[src/rtl/bdec_pkg.sv]
// Shared definitions for the bundle decoder.
// Holds the unit-class encoding, the fixed bundle geometry, and the
// legal slot orders indexed by template code / 2.
package bdec_pkg;

    typedef enum logic [1:0] {
        UNIT_M = 2'd0,
        UNIT_I = 2'd1,
        UNIT_F = 2'd2,
        UNIT_B = 2'd3
    } unit_e;

    localparam int NSLOT      = 3;
    localparam int TMPL_W     = 5;
    localparam int UNIT_W     = 2;
    localparam int NORDER     = 10;
    localparam int LONG_ORDER = 9;
    localparam logic [TMPL_W-1:0] FIRST_MID = 5'd20;
    localparam logic [TMPL_W-1:0] FIRST_BAD = 5'd26;

    // Slot classes of one order; slot 0 sits in the low bits.
    function automatic logic [NSLOT*UNIT_W-1:0] order_units(input logic [3:0] ord);
        logic [NSLOT*UNIT_W-1:0] u;
        case (ord)
            4'd0:    u = {UNIT_I, UNIT_I, UNIT_M};
            4'd1:    u = {UNIT_I, UNIT_M, UNIT_M};
            4'd2:    u = {UNIT_I, UNIT_F, UNIT_M};
            4'd3:    u = {UNIT_B, UNIT_I, UNIT_M};
            4'd4:    u = {UNIT_B, UNIT_M, UNIT_M};
            4'd5:    u = {UNIT_B, UNIT_F, UNIT_M};
            4'd6:    u = {UNIT_F, UNIT_M, UNIT_M};
            4'd7:    u = {UNIT_B, UNIT_B, UNIT_M};
            4'd8:    u = {UNIT_B, UNIT_B, UNIT_B};
            4'd9:    u = {UNIT_M, UNIT_I, UNIT_M};
            default: u = '0;
        endcase
        return u;
    endfunction

endpackage

[src/rtl/bdec_tmpl_decode.sv]
// Template decoder: purely combinational.
// Maps the 5-bit template to slot classes, slot validity, stop flags,
// the long-immediate flag and legality.
// Assumes codes 0..19 are order*2+endstop, 20..25 are the mid-stop
// variants, and 26..31 are unused.
module bdec_tmpl_decode
    import bdec_pkg::*;
(
    input  logic [TMPL_W-1:0]       tmpl,
    output logic                    legal,
    output logic                    long_imm,
    output logic [NSLOT-1:0]        slot_vld,
    output logic [NSLOT*UNIT_W-1:0] slot_unit,
    output logic [NSLOT-1:0]        slot_end
);

    logic [3:0] ord;
    logic       mid_form;
    logic [1:0] mid_sel;

    // Pick the order index and mid-stop variant from the code.
    always_comb begin
        mid_form = (tmpl >= FIRST_MID) && (tmpl < FIRST_BAD);
        mid_sel  = 2'((tmpl - FIRST_MID) >> 1);
        if (mid_form) begin
            ord = 4'(mid_sel);
        end else begin
            ord = tmpl[4:1];
        end
    end

    // Build the per-slot outputs for legal codes, zeros otherwise.
    always_comb begin
        legal     = (tmpl < FIRST_BAD);
        long_imm  = legal && !mid_form && (ord == 4'(LONG_ORDER));
        slot_vld  = '0;
        slot_unit = '0;
        slot_end  = '0;
        if (legal) begin
            slot_unit = order_units(ord);
            slot_vld  = long_imm ? 3'b011 : 3'b111;
            if (long_imm) begin
                slot_unit[2*UNIT_W +: UNIT_W] = UNIT_M;
            end
            if (mid_form) begin
                if (mid_sel == 2'd0) begin
                    slot_end[0] = 1'b1;
                end else begin
                    slot_end[1] = 1'b1;
                end
            end
            if (tmpl[0]) begin
                if (long_imm) begin
                    slot_end[1] = 1'b1;
                end else begin
                    slot_end[NSLOT-1] = 1'b1;
                end
            end
        end
    end

endmodule

[src/rtl/bdec_group_tag.sv]
// Group tagger: adds to the running base the count of stops on lower
// slots, giving each slot its group number, and reports the bundle's
// total stop count.
// Assumes stop flags are only set on valid slots.
module bdec_group_tag
    import bdec_pkg::*;
#(
    parameter int GRP_W = 8
) (
    input  logic [GRP_W-1:0]       base,
    input  logic [NSLOT-1:0]       slot_end,
    output logic [NSLOT*GRP_W-1:0] slot_grp,
    output logic [1:0]             stop_cnt
);

    localparam int CNT_W = 2;

    logic [CNT_W-1:0] prefix [NSLOT+1];

    // Running count of stops strictly below each slot.
    always_comb begin
        prefix[0] = '0;
        for (int k = 0; k < NSLOT; k++) begin
            prefix[k+1] = prefix[k] + CNT_W'(slot_end[k]);
        end
    end

    genvar g;
    generate
        for (g = 0; g < NSLOT; g++) begin : g_tag
            // Group number of slot g.
            assign slot_grp[g*GRP_W +: GRP_W] = base + GRP_W'(prefix[g]);
        end
    endgenerate

    assign stop_cnt = prefix[NSLOT];

endmodule

[src/rtl/bdec_out_stage.sv]
// One-entry output register with a valid/ready handshake.
// Accepts new data whenever it is empty or being drained, and holds its
// data while stalled.
module bdec_out_stage #(
    parameter int W = 8
) (
    input  logic         clk,
    input  logic         rst_n,
    input  logic         in_valid,
    output logic         in_ready,
    input  logic [W-1:0] in_data,
    output logic         out_valid,
    input  logic         out_ready,
    output logic [W-1:0] out_data
);

    logic         vld_q;
    logic [W-1:0] dat_q;

    assign in_ready  = !vld_q || out_ready;
    assign out_valid = vld_q;
    assign out_data  = dat_q;

    // Load on acceptance, clear when drained with nothing new.
    always_ff @(posedge clk) begin
        if (!rst_n) begin
            vld_q <= 1'b0;
            dat_q <= '0;
        end else if (in_ready) begin
            vld_q <= in_valid;
            if (in_valid) begin
                dat_q <= in_data;
            end
        end
    end

endmodule

[src/rtl/bundle_decoder.sv]
// Bundle decoder top.
// Splits each bundle into template and slots, decodes the template,
// tags slots with issue-group numbers from a running counter, and
// registers the result behind a valid/ready stage.
// Assumes the template sits in the low bits, with slots packed above it.
module bundle_decoder
    import bdec_pkg::*;
#(
    parameter int SLOT_W = 41,
    parameter int GRP_W  = 8
) (
    input  logic                       clk,
    input  logic                       rst_n,
    input  logic                       in_valid,
    output logic                       in_ready,
    input  logic [TMPL_W+NSLOT*SLOT_W-1:0] in_bundle,
    output logic                       out_valid,
    input  logic                       out_ready,
    output logic                       out_illegal,
    output logic                       out_long_imm,
    output logic [NSLOT-1:0]           out_slot_valid,
    output logic [NSLOT*UNIT_W-1:0]    out_slot_unit,
    output logic [NSLOT-1:0]           out_slot_end,
    output logic [NSLOT*GRP_W-1:0]     out_slot_group,
    output logic [NSLOT*SLOT_W-1:0]    out_slot_word
);

    localparam int PAY_W = 2 + 2*NSLOT + NSLOT*UNIT_W + NSLOT*GRP_W + NSLOT*SLOT_W;

    logic                    legal;
    logic                    long_imm;
    logic [NSLOT-1:0]        slot_vld;
    logic [NSLOT*UNIT_W-1:0] slot_unit;
    logic [NSLOT-1:0]        slot_end;
    logic [NSLOT*GRP_W-1:0]  slot_grp;
    logic [1:0]              stop_cnt;
    logic [GRP_W-1:0]        base_q;
    logic [PAY_W-1:0]        pay_d;
    logic [PAY_W-1:0]        pay_q;
    logic                    accept;

    bdec_tmpl_decode u_dec (
        .tmpl      (in_bundle[TMPL_W-1:0]),
        .legal     (legal),
        .long_imm  (long_imm),
        .slot_vld  (slot_vld),
        .slot_unit (slot_unit),
        .slot_end  (slot_end)
    );

    bdec_group_tag #(.GRP_W(GRP_W)) u_tag (
        .base     (base_q),
        .slot_end (slot_end),
        .slot_grp (slot_grp),
        .stop_cnt (stop_cnt)
    );

    assign accept = in_valid && in_ready;

    // Advance the group counter by the stops of each accepted bundle.
    always_ff @(posedge clk) begin
        if (!rst_n) begin
            base_q <= '0;
        end else if (accept) begin
            base_q <= base_q + GRP_W'(stop_cnt);
        end
    end

    // Gather decoded fields and raw slot words into one payload.
    assign pay_d = {!legal, long_imm, slot_vld, slot_unit, slot_end, slot_grp,
                    in_bundle[TMPL_W +: NSLOT*SLOT_W]};

    bdec_out_stage #(.W(PAY_W)) u_out (
        .clk       (clk),
        .rst_n     (rst_n),
        .in_valid  (in_valid),
        .in_ready  (in_ready),
        .in_data   (pay_d),
        .out_valid (out_valid),
        .out_ready (out_ready),
        .out_data  (pay_q)
    );

    assign {out_illegal, out_long_imm, out_slot_valid, out_slot_unit, out_slot_end,
            out_slot_group, out_slot_word} = pay_q;

endmodule

[config.mk]
export PLATFORM = sky130hd
export DESIGN_NAME = bundle_decoder
export DESIGN_NICKNAME = d
export VERILOG_FILES = /design/src/rtl/bdec_pkg.sv /design/src/rtl/bdec_tmpl_decode.sv /design/src/rtl/bdec_group_tag.sv /design/src/rtl/bdec_out_stage.sv /design/src/rtl/bundle_decoder.sv
export SDC_FILE = /design/constraint.sdc
export NUM_CORES = 1
export LEC_CHECK = 0
export CORE_UTILIZATION = 55
export DETAILED_ROUTE_END_ITERATION = 7
export DONT_BUFFER_PORTS = 1
export GPL_TIMING_DRIVEN = 0
export HOLD_SLACK_MARGIN = 0.05
export MAX_ROUTING_LAYER = met4
export PLACE_DENSITY = 0.73
export SLEW_MARGIN = 10
export SYNTH_ARGS = -nofsm -noshare
export SYNTH_HDL_FRONTEND = slang
export SYNTH_HIERARCHICAL = 1
export SYNTH_SLANG_ARGS = --single-unit
[constraint.sdc]
create_clock -name clk -period 8 [get_ports clk]
set_input_delay 0.8 -clock clk [delete_from_list [all_inputs] [get_ports clk]]
set_output_delay 0.8 -clock clk [all_outputs]
set_load 0.02 [all_outputs]
==> results of run 1 <==
sequential cells by signal (all words and copies together) (netlist names):
| signal | count |
|---|---|
| base_q | 8 |
| u_out/out_data | 161 |
| u_out/out_valid | 1 |
how the worst max path moves through the flow:
stage | from | endpoint | slack (ps) | cells after the start
after floorplan | in_bundle[4] | base_q[6] | 4300 | 15
after global placement | in_bundle[4] | base_q[6] | 4100 | 15
after detailed placement | in_bundle[4] | base_q[4] | 3910 | 14
after CTS | in_bundle[4] | base_q[6] | 4350 | 14
after global routing | in_bundle[4] | base_q[6] | 4090 | 14
final | in_bundle[4] | base_q[6] | 4280 | 14
cell usage in the layout (no fill, tap or decap), drive strengths merged, types with 8 or more instances in the layout:
cell type | netlist | layout
nand2 | 334 | 334
dfxtp | 170 | 170
mux2i | 162 | 162
clkbuf | 30 | 51
buf | 40 | 40
inv | 11 | 15
ha | 11 | 11
a21oi | 10 | 10
xnor2 | 10 | 10
nand3 | 8 | 8
worst reg2reg max path: cells and delay by family (launching register included):
family / cells / cell delay (ps)
fa+ha+maj: 1 / 420
flops: 1 / 600
buf+inv: 1 / 120
compound gates: 1 / 150
simple gates: 2 / 630
power by group:
group / total (W) / internal (W) / switching (W)
sequential: 0.000992 / 0.000895 / 0.0000968
clock: 0.000798 / 0.000450 / 0.000348
combinational: 0.000179 / 0.0000756 / 0.000104
cell usage after synthesis (2+ instances only):
cell type	n	area, um^2
nor2b_1	4	25.0
nand2b_1	3	18.8
fa_1	3	60.1
o221ai_1	3	26.3
xor2_1	3	26.3
a21oi_1	10	50.1
nand3_1	7	35.0
or4_1	2	15.0
buf_4	12	90.1
clkbuf_1	30	113
or3_1	2	12.5
and2_1	2	12.5
o21ai_0	5	25.0
nor2_1	6	22.5
xnor2_1	10	87.6
buf_6	13	146
ha_1	11	138
buf_2	14	70.1
nand2_1	334	1250
dfxtp_1	170	3400
o31ai_1	2	15.0
mux2i_1	162	1620
inv_1	11	41.3
per-layer routing:
layer	up-vias	routed length [um]	GRT usage
met5	-	0	-
met4	0	784	0.139
met3	61	1590	0.0857
met2	273	9350	0.463
met1	2687	7360	0.293
li1	2780	-	-
layout make-up:
cell class | instances | area [um^2] | share of cell area
multi-input combinational | 591 | 3660 | 0.440
clock inverter | 11 | 111 | 0.0134
clock buffer | 21 | 460 | 0.0554
buffer | 70 | 423 | 0.0509
sequential | 170 | 3400 | 0.409
inverter | 11 | 41.3 | 0.00497
tap | 176 | 220 | 0.0265
stage by stage:
step	util	hold WS [ps]	instances	instance area (um^2)	power [W]
2_1_floorplan	-	485	842	7520	0.00114
3_3_place_gp	0.582	537	1018	7740	0.00118
3_5_place_dp	0.582	542	1018	7740	0.00119
4_1_cts	0.625	476	1050	8320	0.00198
5_1_grt	0.625	493	1050	8320	0.00204
6_report	0.625	497	1050	8320	0.00197
cells by family (layout without fill, tap and decap cells):
| kind of cell | count (synthesis) | count (layout) | synth area share |
|---|---|---|---|
| AO/OA/AOI/OAI | 30 | 30 | 0.0281 |
| flip-flops | 170 | 170 | 0.452 |
| multiplexers | 162 | 162 | 0.216 |
| XOR/XNOR | 13 | 13 | 0.0151 |
| buffers and inverters | 81 | 113 | 0.0617 |
| AND/OR/NAND/NOR | 372 | 372 | 0.201 |
| adder cells (fa/ha/maj) | 14 | 14 | 0.0263 |
==> results_tabular.tex, run 1 <==
\begin{tabular}{lr}
\hline
Metric & Value \\
\hline
\multicolumn{2}{l}{\textbf{Critical path}} \\
\quad Arrival time at the worst endpoint & 4070 ps \\
\quad Crit-path leading delay family & adder cells \\
\quad Endpoint of the most critical register-to-register path & base\_q[6] \\
\quad Worst-path cell with the longest stage delay & fa\_1 \\
\quad Worst Reg-to-Reg Cells & 5 \\
\quad Buf+Inv Stages, Crit Path & 3 \\
\quad Reg2reg setup slack & 6000 ps \\
\quad Max FO, Critical Path & 10 \\
\quad Setup crit end kind & flip-flop \\
\quad Required time reported for the critical path endpoint & approximately 8400 ps \\
\quad Ordered cell list for the critical path & buf\_2 -> inv\_1 -> nor2\_1 -> o21ai\_0 -> ha\_1 -> a221oi\_1 -> a211oi\_1 -> fa\_1 -> ha\_1 -> inv\_1 -> fa\_1 -> nand4b\_1 -> or3\_1 -> a21oi\_1 \\
\quad Reg-to-reg critical path startpoint & base\_q[1] \\
\quad Type of the worst setup path & in2reg \\
\quad CP peak stage delay & 540 ps \\
\quad Category of the worst setup path launch point & input port \\
\multicolumn{2}{l}{\textbf{Clock tree}} \\
\quad Post-CTS Setup Inserts & 0 \\
\quad Clock root buffer & clkbuf\_16 \\
\quad Post\_cts resized & 0 \\
\quad Clock tree from TritonCTS & yes \\
\quad CTS clock-pin slew for the worst setup and hold paths & roughly 60 ps \\
\quad Clock insertion delay at the later pin of the skew report & around 420 ps \\
\quad Buffers from clock root to sink, at most & 2 \\
\quad Sink Count & between 150 and 200 \\
\quad Hold bufs inserted after CTS & 0 \\
\quad Deepest level of the CTS H-tree & 4 \\
\quad Number of buffers created by CTS & 17 \\
\multicolumn{2}{l}{\textbf{Synth}} \\
\quad Flip-flop cell with the highest count after synthesis & dfxtp\_1 \\
\quad Proportion of synthesized chip area in sequential cells & 0.452 \\
\quad Syn nets & between 900 and 1k \\
\quad Average cell area after synthesis & 8.94 um\^{}2 \\
\quad Post-synthesis cell area & 7520 um\^{}2 \\
\quad Post-Syn Instances & about 840 \\
\quad Warnings, synthesis & 6 \\
\quad Number of distinct library cell variants in the gate-level netlist after synthesis & 46 \\
\quad EDFF count, synth & 0 \\
\quad Flip-flop and latch count after synthesis & 170 \\
\quad Proportion of register bits with asynchronous set or reset after synthesis & 0 \\
\multicolumn{2}{l}{\textbf{Placement}} \\
\quad Pre-CTS WS & 3910 ps \\
\quad Number of port buffers & 0 \\
\quad Final weighted congestion of routability-driven global placement & 0.904 \\
\quad HPWL after detailed placement & 14400 um \\
\multicolumn{2}{l}{\textbf{Power and ir drop}} \\
\quad Leak & 3.58 nW \\
\quad Power density over the cells & 237 nW/um\^{}2 \\
\quad Worst vdd ir & 0.000131 V \\
\multicolumn{2}{l}{\textbf{Worst hold path}} \\
\quad Destination of the worst hold path & base\_q[1] \\
\quad Class of the worst hold path & in2reg \\
\quad Source of the worst hold timing path & in\_valid \\
\quad Hold Crit Depth & 1 \\
\multicolumn{2}{l}{\textbf{Finish}} \\
\quad Area Overhead vs Synth & 10.5\% \\
\quad Proportion of layout cells with a drive suffix above 1 & 0.0915 \\
\quad Fillers & $\sim$1.1k \\
\quad Net count reported at finish & 1007 \\
\quad Number of diodes added for antenna fixing & 0 \\
\multicolumn{2}{l}{\textbf{Routing}} \\
\quad Number of violations reported at the end of detailed-routing iteration 0 & around 290 \\
\quad Drt drc & 0 \\
\quad First-pass DRT Iterations & 5 \\
\quad Total vias in the final route & 5801 \\
\quad Via-to-Cell Ratio & 5.52 \\
\quad Detail Route Antenna Nets & 0 \\
\quad Average wire per standard cell & 18.2 um \\
\quad Routed Wire Length & 19100 um \\
\multicolumn{2}{l}{\textbf{STA}} \\
\quad Worst rel slew slack & 0.627 \\
\quad Final-report hold violation count & 0 \\
\quad Post-route setup TNS & 0 ps \\
\quad Clock period minus final worst setup slack & 3720 ps \\
\quad Number of slew-limit violations in the final report & 0 \\
\quad Fin worst setup slack & 4280 ps \\
\quad Worst setup skew after layout & 8.02 ps \\
\quad Pin slew with the least headroom to its limit & approximately 560 ps \\
\quad Setup-failing EPs final & 0 \\
\quad Final worst-path cycle share & 0.465 \\
\quad Maximum achievable frequency & 269 MHz \\
\quad Unrepaired setup endpoints after global routing & no \\
\multicolumn{2}{l}{\textbf{Run}} \\
\quad Maximum capacitance violations & 0 \\
\multicolumn{2}{l}{\textbf{Global route}} \\
\quad Vias in the first global route & around 5.7k \\
\quad First-pass GRT wire length & 29500 um \\
\quad Overflow left after global routing & 0 \\
\quad Pin count of the biggest net entering global routing & 17 \\
\quad Total routing usage reported by global routing & 0.276 \\
\quad Number of antenna violations at the first check in global routing & 0 \\
\multicolumn{2}{l}{\textbf{Floorplan}} \\
\quad Die Outline Area & between 10000 and 15000 um\^{}2 \\
\quad Io pins & 295 \\
\quad Standard-cell row count & 42 \\
\quad X dimension of the die & 119 um \\
\quad Vertical extent of the die & 119 um \\
\quad Area of the core & approximately 13000 um\^{}2 \\
\quad Initial standard-cell utilization of the core & 0.566 \\
\multicolumn{2}{l}{\textbf{Outcome}} \\
\quad Run status & completed \\
\hline
\end{tabular}
(Power assumes the default switching activity.)
==> run 2, diff against run 1 <==
Settings changed: ABC_AREA set to 1.
Clock period 8 ns to 3.6 ns, I/O delays scaled along.
==> results_tabular.tex, run 2 <==
\begin{tabular}{lr}
\hline
Metric & Value \\
\hline
\multicolumn{2}{l}{\textbf{Routing}} \\
\quad Uppermost signal routing layer after detailed routing & met4 (unchanged) \\
\quad Average wire per standard cell & 15.2 um (was 18.2 um) \\
\quad Total vias in the final route & 7662 (was 5801) \\
\quad Drt drc & 23 (was 0) \\
\quad Routed Wire Length & 22300 um (was 19100 um) \\
\quad Number of violations reported at the end of detailed-routing iteration 0 & 530 (was 286) \\
\quad Detail Route Antenna Nets & 0 (unchanged) \\
\quad Post-Route M1 WL & 8950 um (was 7360 um) \\
\quad First-pass DRT Iterations & 8 (was 5) \\
\quad Met3 layer wire length in the routed design & 1960 um (was 1590 um) \\
\quad Via-to-Cell Ratio & 5.23 (was 5.52) \\
\quad Met2 routed WL & 10600 um (was 9350 um) \\
\multicolumn{2}{l}{\textbf{Finish}} \\
\quad Final core utilization & 0.630 (was 0.625) \\
\quad Design area & 9260 um\^{}2 (was 8320 um\^{}2) \\
\quad Net count reported at finish & 1415 (was 1007) \\
\quad Area Overhead vs Synth & 10.4\% (was 10.5\%) \\
\quad Proportion of layout cells with a drive suffix above 1 & 0.112 (was 0.0915) \\
\quad Number of diodes added for antenna fixing & 0 (unchanged) \\
\quad Most frequent standard cell in the layout excluding fill and tap cells & nand2\_1 (unchanged) \\
\quad Largest register FFs & 161 (unchanged) \\
\quad Commonest cells after routing, fill and taps aside & 208 x nand2\_1, 194 x inv\_1, 181 x nor2\_1 (was 334 x nand2\_1, 170 x dfxtp\_1, 162 x mux2i\_1) \\
\multicolumn{2}{l}{\textbf{Clock tree}} \\
\quad Clock tree from TritonCTS & yes (unchanged) \\
\quad CTS clock-pin slew for the worst setup and hold paths & 60 ps (about the same) \\
\quad Sink Count & 170 (unchanged) \\
\quad Clock insertion delay at the later pin of the skew report & 420 ps (about the same) \\
\quad Clock root buffer & clkbuf\_16 (unchanged) \\
\quad Buffers from clock root to sink, at most & 2 (unchanged) \\
\quad Deepest level of the CTS H-tree & 4 (unchanged) \\
\quad Number of buffers created by CTS & 17 (unchanged) \\
\multicolumn{2}{l}{\textbf{Global route}} \\
\quad Total routing usage reported by global routing & 0.291 (was 0.276) \\
\quad Pin count of the biggest net entering global routing & 17 (unchanged) \\
\quad Number of antenna violations at the first check in global routing & 0 (unchanged) \\
\quad Overflow left after global routing & 0 (unchanged) \\
\quad Vias in the first global route & 6790 (was 5708) \\
\quad First-pass GRT wire length & 35200 um (was 29500 um) \\
\multicolumn{2}{l}{\textbf{Worst hold path}} \\
\quad Source of the worst hold timing path & rst\_n (was in\_valid) \\
\quad Hold Crit Depth & 2 (was 1) \\
\quad Destination of the worst hold path & base\_q[0] (was base\_q[1]) \\
\quad Class of the worst hold path & in2reg (unchanged) \\
\multicolumn{2}{l}{\textbf{Synth}} \\
\quad Proportion of synthesized chip area in sequential cells & 0.405 (was 0.452) \\
\quad Synth top area cells & dfxtp\_1 41\%, nand3\_1 11\%, a21oi\_1 9.8\% (was dfxtp\_1 45\%, mux2i\_1 22\%, nand2\_1 17\%) \\
\quad Most repeated cell in the gate-level netlist after synthesis & nand2\_1 (unchanged) \\
\quad Flip-flop cell with the highest count after synthesis & dfxtp\_1 (unchanged) \\
\quad EDFF count, synth & 0 (unchanged) \\
\quad Cell type contributing the most total cell area after synthesis & dfxtp\_1 (unchanged) \\
\quad Post-synthesis cell area & 8390 um\^{}2 (was 7520 um\^{}2) \\
\quad Flip-flop and latch count after synthesis & 170 (unchanged) \\
\quad Average cell area after synthesis & 6.72 um\^{}2 (was 8.94 um\^{}2) \\
\quad Top cell type's share of synthesized area & 0.405 (was 0.452) \\
\quad Syn nets & 1395 (was 988) \\
\quad Warnings, synthesis & 6 (unchanged) \\
\quad Post-Syn Instances & 1249 (was 842) \\
\quad List of most frequent post-synthesis cells & 208 x nand2\_1, 194 x inv\_1, 181 x nor2\_1, 177 x nand3\_1, 170 x dfxtp\_1 (was 334 x nand2\_1, 170 x dfxtp\_1, 162 x mux2i\_1, 30 x clkbuf\_1, 14 x buf\_2) \\
\quad Proportion of register bits with asynchronous set or reset after synthesis & 0 (unchanged) \\
\quad Number of distinct library cell variants in the gate-level netlist after synthesis & 30 (was 46) \\
\multicolumn{2}{l}{\textbf{STA}} \\
\quad Clock period minus final worst setup slack & 2950 ps \\
\quad Pin slew with the least headroom to its limit & 633 ps (was 556 ps) \\
\quad Unrepaired setup endpoints after global routing & no (unchanged) \\
\quad Setup-failing EPs final & 0 (unchanged) \\
\quad Worst setup skew after layout & 5.69 ps (was 8.02 ps) \\
\quad Post-route setup TNS & 0 ps (unchanged) \\
\quad Smallest hold slack & 70.0 ps (was 497 ps) \\
\quad Final-report hold violation count & 0 (unchanged) \\
\quad Worst rel slew slack & 0.575 (was 0.627) \\
\quad Number of slew-limit violations in the final report & 0 (unchanged) \\
\quad Final worst-path cycle share & 0.819 \\
\quad Maximum achievable frequency & 339 MHz \\
\multicolumn{2}{l}{\textbf{Floorplan}} \\
\quad Die Outline Area & 15800 um\^{}2 (was 14200 um\^{}2) \\
\quad Io pins & 295 (unchanged) \\
\quad Initial standard-cell utilization of the core & 0.571 (was 0.566) \\
\quad X dimension of the die & 126 um (was 119 um) \\
\quad Vertical extent of the die & 126 um (was 119 um) \\
\quad Area of the core & 14700 um\^{}2 (was 13300 um\^{}2) \\
\quad Standard-cell row count & 44 (was 42) \\
\multicolumn{2}{l}{\textbf{Outcome}} \\
\quad Run status & finished, violations left (was completed) \\
\quad Violated checks & design-rule violations \\
\multicolumn{2}{l}{\textbf{Critical path}} \\
\quad Required time reported for the critical path endpoint & 3920 ps (was 8350 ps) \\
\quad Type of the worst setup path & in2reg (unchanged) \\
\quad Worst Reg-to-Reg Cells & 9 (was 5) \\
\quad Most used cell along the critical path & nand2\_1 \\
\quad Max FO, Critical Path & 8 (was 10) \\
\quad Setup crit end kind & flip-flop (unchanged) \\
\quad Worst-path cell with the longest stage delay & fa\_1 (unchanged) \\
\quad Arrival time at the worst endpoint & 3270 ps (was 4070 ps) \\
\quad Category of the worst setup path launch point & input port (unchanged) \\
\quad Endpoint of the most critical register-to-register path & base\_q[7] (was base\_q[6]) \\
\quad CP peak stage delay & 540 ps (about the same) \\
\quad Reg-to-reg critical path startpoint & u\_out/out\_valid (was base\_q[1]) \\
\quad Reg2reg setup slack & 1730 ps (was 6000 ps) \\
\quad Ordered cell list for the critical path & buf\_6 -> nand2\_1 -> inv\_1 -> nand2\_4 -> nand2\_4 -> nand2\_1 -> o21ai\_0 -> inv\_1 -> ha\_1 -> nand2\_1 -> o22ai\_1 -> fa\_1 -> ha\_1 -> inv\_1 -> fa\_1 -> nor3\_4 -> nand3\_1 -> nand2\_1 -> nor2\_1 (was buf\_2 -> inv\_1 -> nor2\_1 -> o21ai\_0 -> ha\_1 -> a221oi\_1 -> a211oi\_1 -> fa\_1 -> ha\_1 -> inv\_1 -> fa\_1 -> nand4b\_1 -> or3\_1 -> a21oi\_1) \\
\multicolumn{2}{l}{\textbf{Placement}} \\
\quad HPWL after detailed placement & 16300 um (was 14400 um) \\
\quad Post-detailed-placement cell area & 8620 um\^{}2 (was 7740 um\^{}2) \\
\quad Final weighted congestion of routability-driven global placement & 0.884 (was 0.904) \\
\quad Number of port buffers & 0 (unchanged) \\
\multicolumn{2}{l}{\textbf{Run}} \\
\quad Maximum capacitance violations & 0 (unchanged) \\
\multicolumn{2}{l}{\textbf{Power and ir drop}} \\
\quad Leak & 4.80 nW (was 3.58 nW) \\
\quad Power density over the cells & 521 nW/um\^{}2 (was 237 nW/um\^{}2) \\
\quad Worst vdd ir & 0.000330 V (was 0.000131 V) \\
\hline
\end{tabular}
==> run 2: changes by cell type after synthesis, moves of 126 or more <==
cell / previous run / this run
a21oi_1: 10 / 165
inv_1: 11 / 194
mux2i_1: 162 / 0
nand2_1: 334 / 208
nand3_1: 7 / 177
nor2_1: 6 / 181
==> run 2: what timing repair did <==
action | 4_1_cts | 5_1_grt
hold buffers | 1 | 0
endpoints found under the hold margin | 5 | 0
buffers inserted | 0 | 0
gates resized for setup | 0 | 0
==> run 2: where the power goes <==
part           total, W  internal, W  leakage (nW)  switching [W]
clock network   0.00195      0.00118         0.295       0.000770
logic          0.000566     0.000223          3.10       0.000343
registers       0.00231      0.00202          1.41       0.000288
==> run 2: cell type report <==
| type | instances | area (um^2) |
|---|---|---|
| tap | 184 | 230 |
| sequential | 170 | 3400 |
| multi-input combinational | 780 | 3640 |
| fill | 1437 | 5440 |
| buffer | 103 | 616 |
| clock inverter | 13 | 190 |
| inverter | 196 | 736 |
| clock buffer | 18 | 439 |
| timing repair buffer | 1 | 10.0 |
==> run 2: cell families (layout without fill, tap and decap cells) <==
logic type,Yosys count,in the layout,share of synthesized area
simple gates,587,587,0.300
buf+inv,299,331,0.161
compound gates,174,174,0.105
flops,170,170,0.405
fa+ha+maj,14,14,0.0236
xor+xnor,5,5,0.00522
==> run 2: worst max-delay path: cells and delay by family <==
family / cells / cell delay [ps]
adders and majority gates: 4 / 1350
buffers and inverters: 4 / 370
and+or+nand+nor: 9 / 920
AOI/OAI and AO/OA: 2 / 280
==> run 2: worst max-delay path by stage <==
stage / to / slack, ps / cells after the start / from
CTS: base_q[6] / 640 / 19 / in_bundle[3]
finish: base_q[6] / 650 / 19 / in_bundle[3]
global route: base_q[6] / 340 / 19 / in_bundle[3]
detailed placement: base_q[6] / 210 / 19 / in_bundle[3]
global placement: base_q[6] / 240 / 19 / in_bundle[3]
floorplan: base_q[6] / 510 / 18 / in_bundle[3]
==> run 2: per-layer routing <==
metal,GRT usage,vias to the layer above
li1,-,3908
met1,0.332,3395
met2,0.461,305
met3,0.0933,54
met4,0.138,0
met5,-,-
==> run 2: per-stage QoR <==
stage | std cells | setup WS [ps] | power, W
6_report | 1465 | 653 | 0.00483
3_5_place_dp | 1433 | 211 | 0.00291
4_1_cts | 1465 | 640 | 0.00485
2_1_floorplan | 1249 | 511 | 0.00276
3_3_place_gp | 1433 | 237 | 0.00290
5_1_grt | 1465 | 344 | 0.00504
==> run 3, diff against run 2 <==
Settings changed: ABC_AREA 1 to 0, PLACE_DENSITY 0.73 to 0.76.
Clock period 3.6 ns to 2.7 ns, I/O delays scaled along.
==> results_tabular.tex, run 3 (synthesis results as in run 1) <==
\begin{tabular}{lr}
\hline
Metric & Value \\
\hline
\multicolumn{2}{l}{\textbf{STA}} \\
\quad Setup-failing EPs final & 0 (unchanged) \\
\quad Number of slew-limit violations in the final report & 0 (unchanged) \\
\quad Pin slew with the least headroom to its limit & 584 ps (was 633 ps) \\
\quad Smallest hold slack & 87.9 ps (was 70.0 ps) \\
\quad Worst setup skew after layout & 9.82 ps (was 5.69 ps) \\
\quad Final worst-path cycle share & 0.982 \\
\quad Fin worst setup slack & 48.9 ps (was 653 ps) \\
\quad Clock period minus final worst setup slack & between 2000 and 3000 ps \\
\quad Worst rel slew slack & 0.611 (was 0.575) \\
\quad Maximum achievable frequency & 377 MHz \\
\quad Final-report hold violation count & 0 (unchanged) \\
\quad Unrepaired setup endpoints after global routing & yes (was no) \\
\multicolumn{2}{l}{\textbf{Worst hold path}} \\
\quad Hold Crit Depth & 2 (unchanged) \\
\quad Class of the worst hold path & in2reg (unchanged) \\
\quad Source of the worst hold timing path & in\_valid (was rst\_n) \\
\quad Destination of the worst hold path & base\_q[1] (was base\_q[0]) \\
\multicolumn{2}{l}{\textbf{Clock tree}} \\
\quad Buffers from clock root to sink, at most & 2 (unchanged) \\
\quad Deepest level of the CTS H-tree & 4 (unchanged) \\
\quad CTS clock-pin slew for the worst setup and hold paths & 60 ps (about the same) \\
\quad Number of buffers created by CTS & 17 (unchanged) \\
\quad Clock root buffer & clkbuf\_16 (unchanged) \\
\quad Clock tree from TritonCTS & yes (unchanged) \\
\quad Sink Count & 170 (unchanged) \\
\quad Clock insertion delay at the later pin of the skew report & 420 ps (about the same) \\
\multicolumn{2}{l}{\textbf{Floorplan}} \\
\quad Die Outline Area & 14200 um\^{}2 (was 15800 um\^{}2) \\
\quad Standard-cell row count & 42 (was 44) \\
\quad Area of the core & 13300 um\^{}2 (was 14700 um\^{}2) \\
\quad X dimension of the die & 119 um (was 126 um) \\
\quad Vertical extent of the die & 119 um (was 126 um) \\
\quad Initial standard-cell utilization of the core & 0.566 (was 0.571) \\
\quad Io pins & 295 (unchanged) \\
\multicolumn{2}{l}{\textbf{Critical path}} \\
\quad Reg2reg setup slack & 780 ps (was 1730 ps) \\
\quad Reg-to-reg critical path startpoint & base\_q[1] (was u\_out/out\_valid) \\
\quad Endpoint of the most critical register-to-register path & base\_q[4] (was base\_q[7]) \\
\quad Required time reported for the critical path endpoint & 3060 ps (was 3920 ps) \\
\quad Max FO, Critical Path & 8 (unchanged) \\
\quad Type of the worst setup path & in2reg (unchanged) \\
\quad Arrival time at the worst endpoint & 3010 ps (was 3270 ps) \\
\quad Setup crit end kind & flip-flop (unchanged) \\
\quad Category of the worst setup path launch point & input port (unchanged) \\
\quad Worst Reg-to-Reg Cells & 5 (was 9) \\
\multicolumn{2}{l}{\textbf{Power and ir drop}} \\
\quad Leak & 4.16 nW (was 4.80 nW) \\
\quad Worst vdd ir & 0.000391 V (was 0.000330 V) \\
\quad Power density over the cells & 629 nW/um\^{}2 (was 521 nW/um\^{}2) \\
\multicolumn{2}{l}{\textbf{Global route}} \\
\quad Number of antenna violations at the first check in global routing & 1 (was 0) \\
\quad Overflow left after global routing & 0 (unchanged) \\
\quad First-pass GRT wire length & 35100 um (was 35200 um) \\
\quad Pin count of the biggest net entering global routing & 17 (unchanged) \\
\quad Total routing usage reported by global routing & 0.325 (was 0.291) \\
\quad Vias in the first global route & 6878 (was 6790) \\
\multicolumn{2}{l}{\textbf{Finish}} \\
\quad Proportion of layout cells with a drive suffix above 1 & 0.101 (was 0.112) \\
\quad Largest register FFs & 161 (unchanged) \\
\quad Net count reported at finish & 1138 (was 1415) \\
\quad Most frequent standard cell in the layout excluding fill and tap cells & nand2\_1 (unchanged) \\
\quad Final core utilization & 0.732 (was 0.630) \\
\quad Area Overhead vs Synth & 29.4\% (was 10.4\%) \\
\quad Commonest cells after routing, fill and taps aside & 333 x nand2\_1, 170 x dfxtp\_1, 162 x mux2i\_1 (was 208 x nand2\_1, 194 x inv\_1, 181 x nor2\_1) \\
\multicolumn{2}{l}{\textbf{Routing}} \\
\quad Routed Wire Length & 22500 um (was 22300 um) \\
\quad First-pass DRT Iterations & 5 (was 8) \\
\quad Via-to-Cell Ratio & 5.53 (was 5.23) \\
\quad Drt drc & 0 (was 23) \\
\quad Average wire per standard cell & 19.0 um (was 15.2 um) \\
\quad Number of violations reported at the end of detailed-routing iteration 0 & 396 (was 530) \\
\quad Detail Route Antenna Nets & 0 (unchanged) \\
\quad Total vias in the final route & 6537 (was 7662) \\
\multicolumn{2}{l}{\textbf{Run}} \\
\quad Maximum capacitance violations & 0 (unchanged) \\
\multicolumn{2}{l}{\textbf{Placement}} \\
\quad Number of port buffers & 0 (unchanged) \\
\quad HPWL after detailed placement & 13600 um (was 16300 um) \\
\quad Final weighted congestion of routability-driven global placement & 0.853 (was 0.884) \\
\quad Pre-CTS WS & -450 ps (was 211 ps) \\
\multicolumn{2}{l}{\textbf{Outcome}} \\
\quad Run status & completed (was finished, violations left) \\
\hline
\end{tabular}
-- run 3: cell types whose count changed in the layout (fill, tap and decap cells not counted), moves of 7 or more --
| cell | before | now |
|---|---|---|
| mux2i_1 | 0 | 162 |
| nand2_2 | 7 | 0 |
| clkbuf_1 | 9 | 31 |
| buf_2 | 65 | 12 |
| nand3_1 | 177 | 7 |
| xnor2_1 | 0 | 10 |
| nor2_1 | 181 | 5 |
| dlygate4sd3_1 | 1 | 124 |
| nand2_1 | 208 | 333 |
| inv_1 | 194 | 8 |
| a21oi_1 | 165 | 8 |
-- run 3: power by group --
group          switching [W]  total [W]  internal, W  leakage [nW]
combinational       0.000378   0.000738     0.000360          2.49
clock                0.00106    0.00244      0.00138         0.276
sequential          0.000294    0.00295      0.00265          1.40
-- run 3: worst max-delay path, cell delays in order --
cell      delay (ps)
buf_12           120
clkinv_8          40
nor2_4            30
o21ai_4          160
ha_4             170
nor3b_4          180
o21ai_2           80
and2_4           160
fa_1             480
ha_2             180
inv_2             40
fa_2             330
nand4b_1         230
or3_1            410
a21oi_2          110
-- run 3: metal layers --
layer / up-vias / GRT usage / wire length [um]
li1: 3039 / - / -
met1: 3059 / 0.328 / 8330
met2: 358 / 0.562 / 11300
met3: 81 / 0.0924 / 1800
met4: 0 / 0.188 / 1030
met5: - / - / 0
-- run 3: per-stage QoR --
step	setup TNS (ps)	total power [W]	area, um^2	std cells
2_1_floorplan	-496	0.00339	7580	842
3_3_place_gp	-1250	0.00351	7800	1018
3_5_place_dp	-1440	0.00353	7800	1018
4_1_cts	0	0.00610	9640	1175
5_1_grt	-126	0.00634	9740	1182
6_report	0	0.00613	9740	1182
-- run 3: area by class of cell --
type                       instances  area, um^2
sequential                       170        3400
antenna                            1        2.50
timing repair buffer             131        1290
inverter                          11        58.8
multi-input combinational        591        3730
tap                              176         220
buffer                            70         444
fill                             874        3560
clock inverter                    14         159
clock buffer                      18         429
-- run 3: worst max path at each step --
stage | startpoint | endpoint | slack [ps] | depth (start not counted)
final | in_bundle[4] | base_q[4] | 50 | 15
after global placement | in_bundle[4] | base_q[4] | -420 | 15
after global routing | in_bundle[1] | base_q[4] | -80 | 14
after detailed placement | in_bundle[4] | base_q[4] | -450 | 15
after CTS | in_bundle[4] | base_q[4] | 60 | 15
after floorplan | in_bundle[4] | base_q[4] | -280 | 15
-- run 3: repair_timing --
action,in CTS,in global routing
resized for setup,0,12
buffers inserted,1,6
setup endpoints to repair,1,2
hold buffers,124,0
pin swaps,2,3
endpoints found under the hold margin,126,0
gates cloned,0,0
